## config.mk

```make
export PLATFORM = sky130hd
export DESIGN_NAME = conv_readout_port
export DESIGN_NICKNAME = d
export VERILOG_FILES = /design/src/rtl/crp_pkg.sv /design/src/rtl/crp_rst_sync.sv /design/src/rtl/crp_sync_edge.sv /design/src/rtl/crp_saturate.sv /design/src/rtl/crp_shifter.sv /design/src/rtl/crp_ready_ctrl.sv /design/src/rtl/conv_readout_port.sv
export SDC_FILE = /design/constraint.sdc
export NUM_CORES = 1
export LEC_CHECK = 0
export BUFFER_PORTS_ARGS = -buffer_cell sky130_fd_sc_hd__buf_2
export CAP_MARGIN = 25
export CORE_ASPECT_RATIO = 2
export CORE_MARGIN = 10
export CORE_UTILIZATION = 50
export CTS_BUF_LIST = sky130_fd_sc_hd__clkbuf_4 sky130_fd_sc_hd__clkbuf_8
export CTS_CLUSTER_DIAMETER = 200
export CTS_CLUSTER_SIZE = 14
export DETAILED_ROUTE_END_ITERATION = 10
export PLACE_DENSITY = 0.89
export SETUP_SLACK_MARGIN = 0.4
export SYNTH_ARGS = -nofsm -noshare
export SYNTH_HDL_FRONTEND = slang
export SYNTH_SLANG_ARGS = --single-unit
```

## constraint.sdc

```tcl
create_clock -name clk -period 1.1 [get_ports clk]
set_clock_uncertainty 0.15 [all_clocks]
set_input_delay 0.22 -clock clk [delete_from_list [all_inputs] [get_ports clk]]
set_output_delay 0.22 -clock clk [all_outputs]
set_load 0.01 [all_outputs]
```

## src/rtl/crp_pkg.sv

```systemverilog
package crp_pkg;

  // Ready-flag sequencer states
  typedef enum logic [1:0] {
    RDY_IDLE = 2'd0,  // nothing pending, flag high
    RDY_ARM  = 2'd1,  // word just loaded, flag high for one cycle
    RDY_LOW  = 2'd2   // word waiting to be read, flag low
  } rdy_state_t;

endpackage

```

## src/rtl/crp_rst_sync.sv

```systemverilog
module crp_rst_sync #(
  parameter int unsigned STAGES = 2
) (
  input  logic clk,
  input  logic rst_n,
  output logic rst_sync_n
);

  logic [STAGES-1:0] chain_q;
  logic [STAGES-1:0] chain_d;

  always_comb begin
    chain_d = {chain_q[STAGES-2:0], 1'b1};
  end

  always_ff @(posedge clk or negedge rst_n) begin
    if (!rst_n) begin
      chain_q <= '0;
    end else begin
      chain_q <= chain_d;
    end
  end

  assign rst_sync_n = chain_q[STAGES-1];

endmodule

```

## src/rtl/crp_sync_edge.sv

```systemverilog
module crp_sync_edge #(
  parameter int unsigned STAGES = 2
) (
  input  logic clk,
  input  logic rst_n,
  input  logic sclk_in,
  input  logic chain_in,
  output logic sclk_fall,
  output logic chain_bit
);

  logic [STAGES-1:0] sclk_q;
  logic [STAGES-1:0] chain_q;
  logic              sclk_last_q;

  // Both inputs see the same depth, so the captured chain bit stays aligned
  // with the clock edge detected alongside it.
  always_ff @(posedge clk or negedge rst_n) begin
    if (!rst_n) begin
      sclk_q      <= '0;
      chain_q     <= '0;
      sclk_last_q <= 1'b0;
    end else begin
      sclk_q      <= {sclk_q[STAGES-2:0], sclk_in};
      chain_q     <= {chain_q[STAGES-2:0], chain_in};
      sclk_last_q <= sclk_q[STAGES-1];
    end
  end

  assign sclk_fall = sclk_last_q & ~sclk_q[STAGES-1];
  assign chain_bit = chain_q[STAGES-1];

endmodule

```

## src/rtl/crp_saturate.sv

```systemverilog
module crp_saturate #(
  parameter int unsigned IN_W  = 32,
  parameter int unsigned OUT_W = 24
) (
  input  logic [IN_W-1:0]  raw,
  output logic [OUT_W-1:0] word
);

  localparam int unsigned TOP_W = IN_W - OUT_W + 1;

  logic [TOP_W-1:0] top_bits;
  logic             all_ones;
  logic             all_zeros;

  assign top_bits  = raw[IN_W-1:OUT_W-1];
  assign all_ones  = &top_bits;
  assign all_zeros = ~|top_bits;

  always_comb begin
    if (all_ones || all_zeros) begin
      word = raw[OUT_W-1:0];
    end else if (raw[IN_W-1]) begin
      word = {1'b1, {(OUT_W-1){1'b0}}};
    end else begin
      word = {1'b0, {(OUT_W-1){1'b1}}};
    end
  end

endmodule

```

## src/rtl/crp_shifter.sv

```systemverilog
module crp_shifter #(
  parameter int unsigned W = 24
) (
  input  logic         clk,
  input  logic         rst_n,
  input  logic         load_en,
  input  logic [W-1:0] load_word,
  input  logic         shift_en,
  input  logic         ser_in,
  output logic         ser_out
);

  logic [W-1:0] sh_q;
  logic [W-1:0] sh_d;
  logic         sh_en;

  // A load wins over a shift in the same cycle.
  always_comb begin
    sh_en = load_en | shift_en;
    if (load_en) begin
      sh_d = load_word;
    end else begin
      sh_d = {sh_q[W-2:0], ser_in};
    end
  end

  always_ff @(posedge clk or negedge rst_n) begin
    if (!rst_n) begin
      sh_q <= '0;
    end else if (sh_en) begin
      sh_q <= sh_d;
    end
  end

  assign ser_out = sh_q[W-1];

endmodule

```

## src/rtl/crp_ready_ctrl.sv

```systemverilog
module crp_ready_ctrl
  import crp_pkg::*;
(
  input  logic clk,
  input  logic rst_n,
  input  logic tick,
  input  logic fall,
  output logic ready_n
);

  rdy_state_t state_q;
  rdy_state_t state_d;
  logic       ready_n_q;
  logic       ready_n_d;

  always_comb begin
    state_d = state_q;
    if (tick) begin
      state_d = RDY_ARM;
    end else begin
      unique case (state_q)
        RDY_ARM:  state_d = fall ? RDY_IDLE : RDY_LOW;
        RDY_LOW:  state_d = fall ? RDY_IDLE : RDY_LOW;
        default:  state_d = RDY_IDLE;
      endcase
    end
    ready_n_d = (state_d != RDY_LOW);
  end

  always_ff @(posedge clk or negedge rst_n) begin
    if (!rst_n) begin
      state_q   <= RDY_IDLE;
      ready_n_q <= 1'b1;
    end else begin
      state_q   <= state_d;
      ready_n_q <= ready_n_d;
    end
  end

  assign ready_n = ready_n_q;

endmodule

```

## src/rtl/conv_readout_port.sv

```systemverilog
module conv_readout_port #(
  parameter int unsigned RAW_W       = 32,
  parameter int unsigned WORD_W      = 24,
  parameter int unsigned SYNC_STAGES = 2
) (
  input  logic             clk,
  input  logic             rst_n,
  input  logic             frame_tick,
  input  logic [RAW_W-1:0] raw_sample,
  input  logic             sclk,
  input  logic             din,
  output logic             ready_n,
  output logic             dout
);

  logic              rst_sync_n;
  logic              sclk_fall;
  logic              chain_bit;
  logic [WORD_W-1:0] sat_word;
  logic              raw_sign;

  assign raw_sign = raw_sample[RAW_W-1];

  crp_rst_sync #(.STAGES(SYNC_STAGES)) u_rst (
    .clk        (clk),
    .rst_n      (rst_n),
    .rst_sync_n (rst_sync_n)
  );

  crp_sync_edge #(.STAGES(SYNC_STAGES)) u_sync (
    .clk       (clk),
    .rst_n     (rst_sync_n),
    .sclk_in   (sclk),
    .chain_in  (din),
    .sclk_fall (sclk_fall),
    .chain_bit (chain_bit)
  );

  crp_saturate #(.IN_W(RAW_W), .OUT_W(WORD_W)) u_sat (
    .raw  (raw_sample),
    .word (sat_word)
  );

  crp_shifter #(.W(WORD_W)) u_shift (
    .clk       (clk),
    .rst_n     (rst_sync_n),
    .load_en   (frame_tick),
    .load_word (sat_word),
    .shift_en  (sclk_fall),
    .ser_in    (chain_bit),
    .ser_out   (dout)
  );

  crp_ready_ctrl u_rdy (
    .clk     (clk),
    .rst_n   (rst_sync_n),
    .tick    (frame_tick),
    .fall    (sclk_fall),
    .ready_n (ready_n)
  );

endmodule

```

==> impl_results.md, run 1 <==
- Status: finished, violations left
- Violated checks: hold timing, setup timing
- Crit path required time: 1.12 ns
- Clock-pin slew on the worst setup and hold paths: 0.07 ns
- Vias in the first global route: 1,658
- Final ANT Viol Nets: 0
- Seq/Total Area, Yosys: 50.0%
- Layout cells sized above 1: 50.9%
- Reg power frac: 46.9%
- GPL Wtd Cong: 0.789
- Synth Register Bits: 34
- Psw: 0.000975 W
- N_diodes: 0
- Area delta synth->final: 38.4%
- Routed WL: 4840 um
- Crit share post-route: 133%
- Core area: 3340 sq um
- Fin crit period: 1.47 ns
- Critical Path Source Type: flop
- Max Clock Freq: 681 MHz
- Worst Setup End Kind: flop
- Placed Area: 2110 sq um
- Worst-path maximum fanout: 22
- Final setup vio count: 28
- Placed wire-length estimate: 3050 um
- Latest clock arrival within the worst-skew pair: 0.29 ns
- Slew Limit Fails: 0
- DIE WIDTH: 61.3 um
- Global-route wire length before repair: 7720 um
- WP data arrival: 1.49 ns
- TritonCTS clock tree: done
- P_leak: 0.990 nW
- I/O pins: 39
- Layout Nets: 250
- Logic gate share of total power: 19.8%
- Post-Syn Area per Cell: 10.8 sq um
- Gate Count Post-Synth: 158
- Unique cell type count in the Yosys netlist: 27
- MaxCap Viol Count: 0
- RSZ-0062 raised after global routing: true
- Max clock buf depth: 2
- Flop-to-flop setup slack: -0.37 ns
- Drt first pass iters: 4
- Clock network fraction of total power: 33.3%
- Rows: 30
- Via count: 1,527
- Finished Cell Area: 2360 sq um
- CTS H-Tree Depth: 2
- Yosys warnings: 0
- CP Class: reg -> reg
- Post-layout util: 70.5%
- Post-Syn Area: 1700 sq um
- Tot GR Track Use: 16.6%
- Leading cell types in the layout, fill and taps excluded: buf_2, dfrtp_1, nand2_1
- Int Pwr: 0.00237 W
- Port Buffers: 38
- Final Hold Fails: 2
- Cell area power density: 1420 nW/um^2
- Worst min path class: in -> reg
- Total power: 0.00335 W
- Antenna violations before repair: 0
- Initial Utilization: 51.0%
- Drt drc: 0
- CTS Hold Buffers Added: 1
- Die area: 6280 sq um
- Commonest non-fill, non-tap cell in the layout: buf_2
- Worst VDD drop: 1470 uV
- CTS Buf Count: 5
- Syn nets: 195
- Min Hold Slack: -0.124 ns
- Switching Share: 29.1%
- Drt initial violations: 49
- Root Driver: clkbuf_8
- Via density: 6.21
- Overflow after GRT: 0
- Die Height: 103 um
- Largest net degree at the start of global routing: 24
- Final worst slack: -0.368 ns
- Clock Sinks: 34
- Routed wire per std cell: 19.7 um
[timing repair]
item                                    4_1_cts  5_1_grt
resized for setup                             8        3
gates cloned                                  0        1
buffers inserted                              0        6
endpoints found under the hold margin         4        2
pin swaps                                     2        8
endpoints found under the setup margin       28       48
[metal layers]
metal	track usage (%)	part of all wire, %	wire, um
met5	0	0	0
met3	4.69	4.7	226
met1	16.5	34	1650
met4	9.38	4.7	227
met2	29.3	57	2740
[logic make-up after synthesis]
logic type      share of synthesized area [%]
other cells                             0.220
compound gates                           26.5
simple gates                             14.8
buf+inv                                  7.35
flops                                    50.0
mux                                     0.588
xor+xnor                                0.514
[final cells by class]
type | instances | area, sq um
multi-input cells | 108 | 863
well taps | 32 | 40.0
fillers | 239 | 985
inverters | 2 | 7.51
flip-flops and latches | 34 | 856
repair buffers | 62 | 479
clock buffers | 8 | 110
[sequential cells by signal (all words and copies together), names as in the netlist]
| name | flops |
|---|---|
| u_rdy.state_q | 2 |
| u_sync.sclk_q | 2 |
| u_rdy.ready_n | 1 |
| u_sync.sclk_last_q | 1 |
| u_shift.sh_q | 24 |
| u_rst.chain_q | 2 |
| u_sync.chain_q | 2 |
[through the flow]
| stage | setup TNS [ns] | setup WS [ns] | hold slack (ns) | std cells |
|---|---|---|---|---|
| floorplan | -6.76 | -0.324 | -0.226 | 158 |
| global placement | -8.19 | -0.359 | -0.143 | 230 |
| detailed placement | -8.92 | -0.395 | -0.143 | 230 |
| CTS | -7.38 | -0.339 | -0.125 | 239 |
| global route | -8.91 | -0.412 | -0.132 | 246 |
| finish | -7.83 | -0.368 | -0.124 | 246 |
[synthesized netlist by cell type]
| library cell | instances | area (sq um) |
|---|---|---|
| buf_8 | 1 | 15.0 |
| nand4b_1 | 1 | 8.76 |
| o21ai_2 | 1 | 8.76 |
| conb_1 | 1 | 3.75 |
| nand4_1 | 2 | 12.5 |
| clkbuf_8 | 2 | 27.5 |
| a21oi_1 | 1 | 5.00 |
| o2111ai_1 | 22 | 193 |
| dfstp_2 | 1 | 26.3 |
| clkbuf_4 | 1 | 7.51 |
| buf_2 | 6 | 30.0 |
| nor2_1 | 24 | 90.1 |
| mux2i_1 | 1 | 10.0 |
| o211ai_2 | 10 | 125 |
| clkbuf_1 | 1 | 3.75 |
| buf_6 | 3 | 33.8 |
| nor4_2 | 2 | 25.0 |
| nor2b_4 | 1 | 13.8 |
| o21ai_0 | 1 | 5.00 |
| o211ai_1 | 13 | 97.6 |
| dfrtp_1 | 33 | 826 |
| and2_1 | 1 | 6.26 |
| xor2_1 | 1 | 8.76 |
| o21ai_4 | 1 | 16.3 |
| or2_1 | 1 | 6.26 |
| inv_1 | 2 | 7.51 |
| nand2_1 | 24 | 90.1 |
[critical path, stage by stage (launching register included)]
cell and delay [ns]:
dfrtp_1 0.36, nor2b_4 0.13, or2_4 0.26, buf_12 0.18
o2111ai_2 0.13, o211ai_2 0.13
[power groups by stage]
stage / Sequential, W / Combinational, W / Clock, W
3_3_place_gp: 0.00157 / 0.000565 / 0
3_5_place_dp: 0.00158 / 0.000585 / 0
5_1_grt: 0.00159 / 0.000735 / 0.00118
4_1_cts: 0.00156 / 0.000610 / 0.00111
6_report: 0.00157 / 0.000664 / 0.00111
2_1_floorplan: 0.00155 / 0.000389 / 0
[final timing paths]
path | from | to | cells after the start
min reg2reg | u_rst.chain_q[1]$_DFF_PN0_ | u_shift.sh_q[1]$_DFFE_PN0P_ | 0
min in group asynchronous | u_rst.chain_q[1]$_DFF_PN0_ | u_shift.sh_q[1]$_DFFE_PN0P_ | 0
max in group asynchronous | u_rst.chain_q[1]$_DFF_PN0_ | u_shift.sh_q[0]$_DFFE_PN0P_ | 1
min | din | u_sync.chain_q[0]$_DFF_PN0_ | 1
max | u_sync.sclk_last_q$_DFF_PN0_ | u_shift.sh_q[1]$_DFFE_PN0P_ | 5
max reg2reg | u_sync.sclk_last_q$_DFF_PN0_ | u_shift.sh_q[1]$_DFFE_PN0P_ | 5
(Power assumes the default switching activity.)
==> run 2: changes to the inputs <==
REMOVE_ABC_BUFFERS = 1   (was default)
==> run 2 against run 1 <==
  * The run still ends with hold timing, setup timing left
  * Combinational power decreased by 15%
  * Register-to-register slack better by 0.04 ns
  * Hold slack gained 0.0073 ns
==> impl_results.md, run 2 (synthesis gave the netlist of run 1 again) <==
- Fillers: 278
- Crit share post-route: 130%
- GPL Wtd Cong: 0.797
- Die area: 6280 sq um
- P_leak: 0.933 nW
- Crit path required time: 1.11 ns
- Initial Utilization: 51.0%
- CP Class: reg -> reg
- R2R Path Start: u_sync.sclk_last_q$_DFF_PN0_
- Met1 Use GR: 14.4%
- Worst-case reg-to-reg path depth: 5
- Slew Limit Fails: 0
- CTS Hold Buffers Added: 1
- Die Height: 103 um
- Vias in the first global route: 1,490
- Leading cell types in the layout, fill and taps excluded: buf_2, dfrtp_1, nand2_1
- Max clock buf depth: 2
- Clock-pin slew on the worst setup and hold paths: 0.07 ns
- GR Util met2: 23.0%
- Via density: 5.87
- Worst Setup End Kind: flop
- Layout cells sized above 1: 40.3%
- MaxCap Viol Count: 0
- DIE WIDTH: 61.3 um
- Max stage delay on crit path: 0.36 ns
- Port Buffers: 38
- CTS Buf Count: 5
- Critical path, cell by cell: nor2b_4 -> or2_4 -> o21ai_4 -> buf_12 -> o211ai_1
- Drt drc: 0
- Max Clock Freq: 698 MHz
- Status: finished, violations left
- Worst VDD drop: 1170 uV
- I/O pins: 39
- Fin crit period: 1.43 ns
- Met3 GRT Util: 3.70%
- Hold EP: u_sync.chain_q[0]$_DFF_PN0_
- Critical Path Source Type: flop
- CTS H-Tree Depth: 2
- WP data arrival: 1.44 ns
- Area delta synth->final: 25.3%
- Latest clock arrival within the worst-skew pair: 0.29 ns
- Setup bufs post-CTS: 0
- Clock Sinks: 34
- Root Driver: clkbuf_8
- Min Hold Slack: -0.117 ns
- Total power: 0.00302 W
- Drt first pass iters: 4
- Antenna violations before repair: 0
- R2r endpoint: u_shift.sh_q[13]$_DFFE_PN0P_
- Layout Nets: 247
- Largest Register: u_shift.sh_q
- Final worst slack: -0.332 ns
- Placed wire-length estimate: 2890 um
- Via count: 1,432
- Routed WL: 4040 um
- RSZ-0062 raised after global routing: true
- Tot GR Track Use: 13.8%
- Hold Path Origin: din
- GRT Max-Usage Layer: met2
- Cell area power density: 1410 nW/um^2
- Max reg flops: 24
- Final Hold Fails: 2
- Rows: 30
- Commonest non-fill, non-tap cell in the layout: buf_2
- Violated checks: hold timing, setup timing
- Flop-to-flop setup slack: -0.33 ns
- Drt initial violations: 19
- Worst hold path depth: 1
- Final setup vio count: 28
- Routed wire per std cell: 16.5 um
- Largest net degree at the start of global routing: 33
- Worst-path maximum fanout: 23
- Slowest-stage cell, CP: dfrtp_1
- Global-route wire length before repair: 6580 um
- Final ANT Viol Nets: 0
- TritonCTS clock tree: done
- Worst min path class: in -> reg
- Core area: 3340 sq um
- Overflow after GRT: 0
[run 2: cell count changes in the layout (fill, tap and decap cells not counted), moves of 2 or more]
cell | before | now
o2111ai_1 | 2 | 22
o2111ai_2 | 20 | 0
buf_12 | 6 | 3
clkbuf_8 | 8 | 5
clkinv_2 | 0 | 2
[run 2: how the worst max path moves through the flow]
stage | start | slack [ns] | endpoint
global route | u_sync.sclk_last_q$_DFF_PN0_ | -0.37 | u_shift.sh_q[11]$_DFFE_PN0P_
floorplan | u_sync.sclk_q[1]$_DFF_PN0_ | -0.67 | u_shift.sh_q[10]$_DFFE_PN0P_
global placement | u_sync.sclk_last_q$_DFF_PN0_ | -0.37 | u_shift.sh_q[7]$_DFFE_PN0P_
finish | u_sync.sclk_last_q$_DFF_PN0_ | -0.33 | u_shift.sh_q[13]$_DFFE_PN0P_
CTS | u_sync.sclk_last_q$_DFF_PN0_ | -0.32 | u_shift.sh_q[13]$_DFFE_PN0P_
detailed placement | raw_sample[24] | -0.40 | u_shift.sh_q[13]$_DFFE_PN0P_
[run 2: worst max-delay path: cells and delay by family (launching register included)]
kind | cells | cell delay (ns)
AND/OR/NAND/NOR | 2 | 0.39
AO/OA/AOI/OAI | 2 | 0.20
flip-flops | 1 | 0.36
buffers and inverters | 1 | 0.19
[run 2: power breakdown]
group	internal, W	leakage [nW]	switching [W]	total, W
Clock	0.000463	0.0484	0.000456	0.000919
Combinational	0.000284	0.494	0.000283	0.000566
Sequential	0.00141	0.391	0.000122	0.00153
[run 2: what timing repair did]
action                                 in CTS  in global routing
setup endpoints to repair                  28                 28
cloned                                      1                  0
resized for setup                           8                  2
endpoints found under the hold margin       4                  2
[run 2: metrics by stage]
stage	utilization [%]	cells	TNS, ns	worst slack, ns	instance area [sq um]
after floorplan	-	144	-18.34	-0.669	1590
after global placement	59.7	233	-8.75	-0.366	2000
after detailed placement	59.7	233	-9.39	-0.402	2000
after CTS	63.7	243	-7.67	-0.321	2130
after global routing	63.8	243	-8.98	-0.372	2130
final	63.9	244	-7.65	-0.332	2130
[run 2: final cells by class]
cell class                      count  area, sq um  area share [%]
Antenna cell                        1         2.50           0.117
Clock buffer                        6         76.3            3.58
Clock inverter                      2         10.0           0.469
Inverter                            2         7.51           0.352
Tap cell                           32         40.0            1.88
Sequential cell                    34          852            39.9
Timing Repair Buffer               59          407            19.1
Multi-Input combinational cell    108          738            34.6
[run 2: per-layer routing]
| metal | up-vias | part of all wire [%] |
|---|---|---|
| li1 | 695 | - |
| met1 | 683 | 37 |
| met2 | 40 | 55 |
| met3 | 14 | 4.9 |
| met4 | 0 | 3.9 |
| met5 | - | 0 |
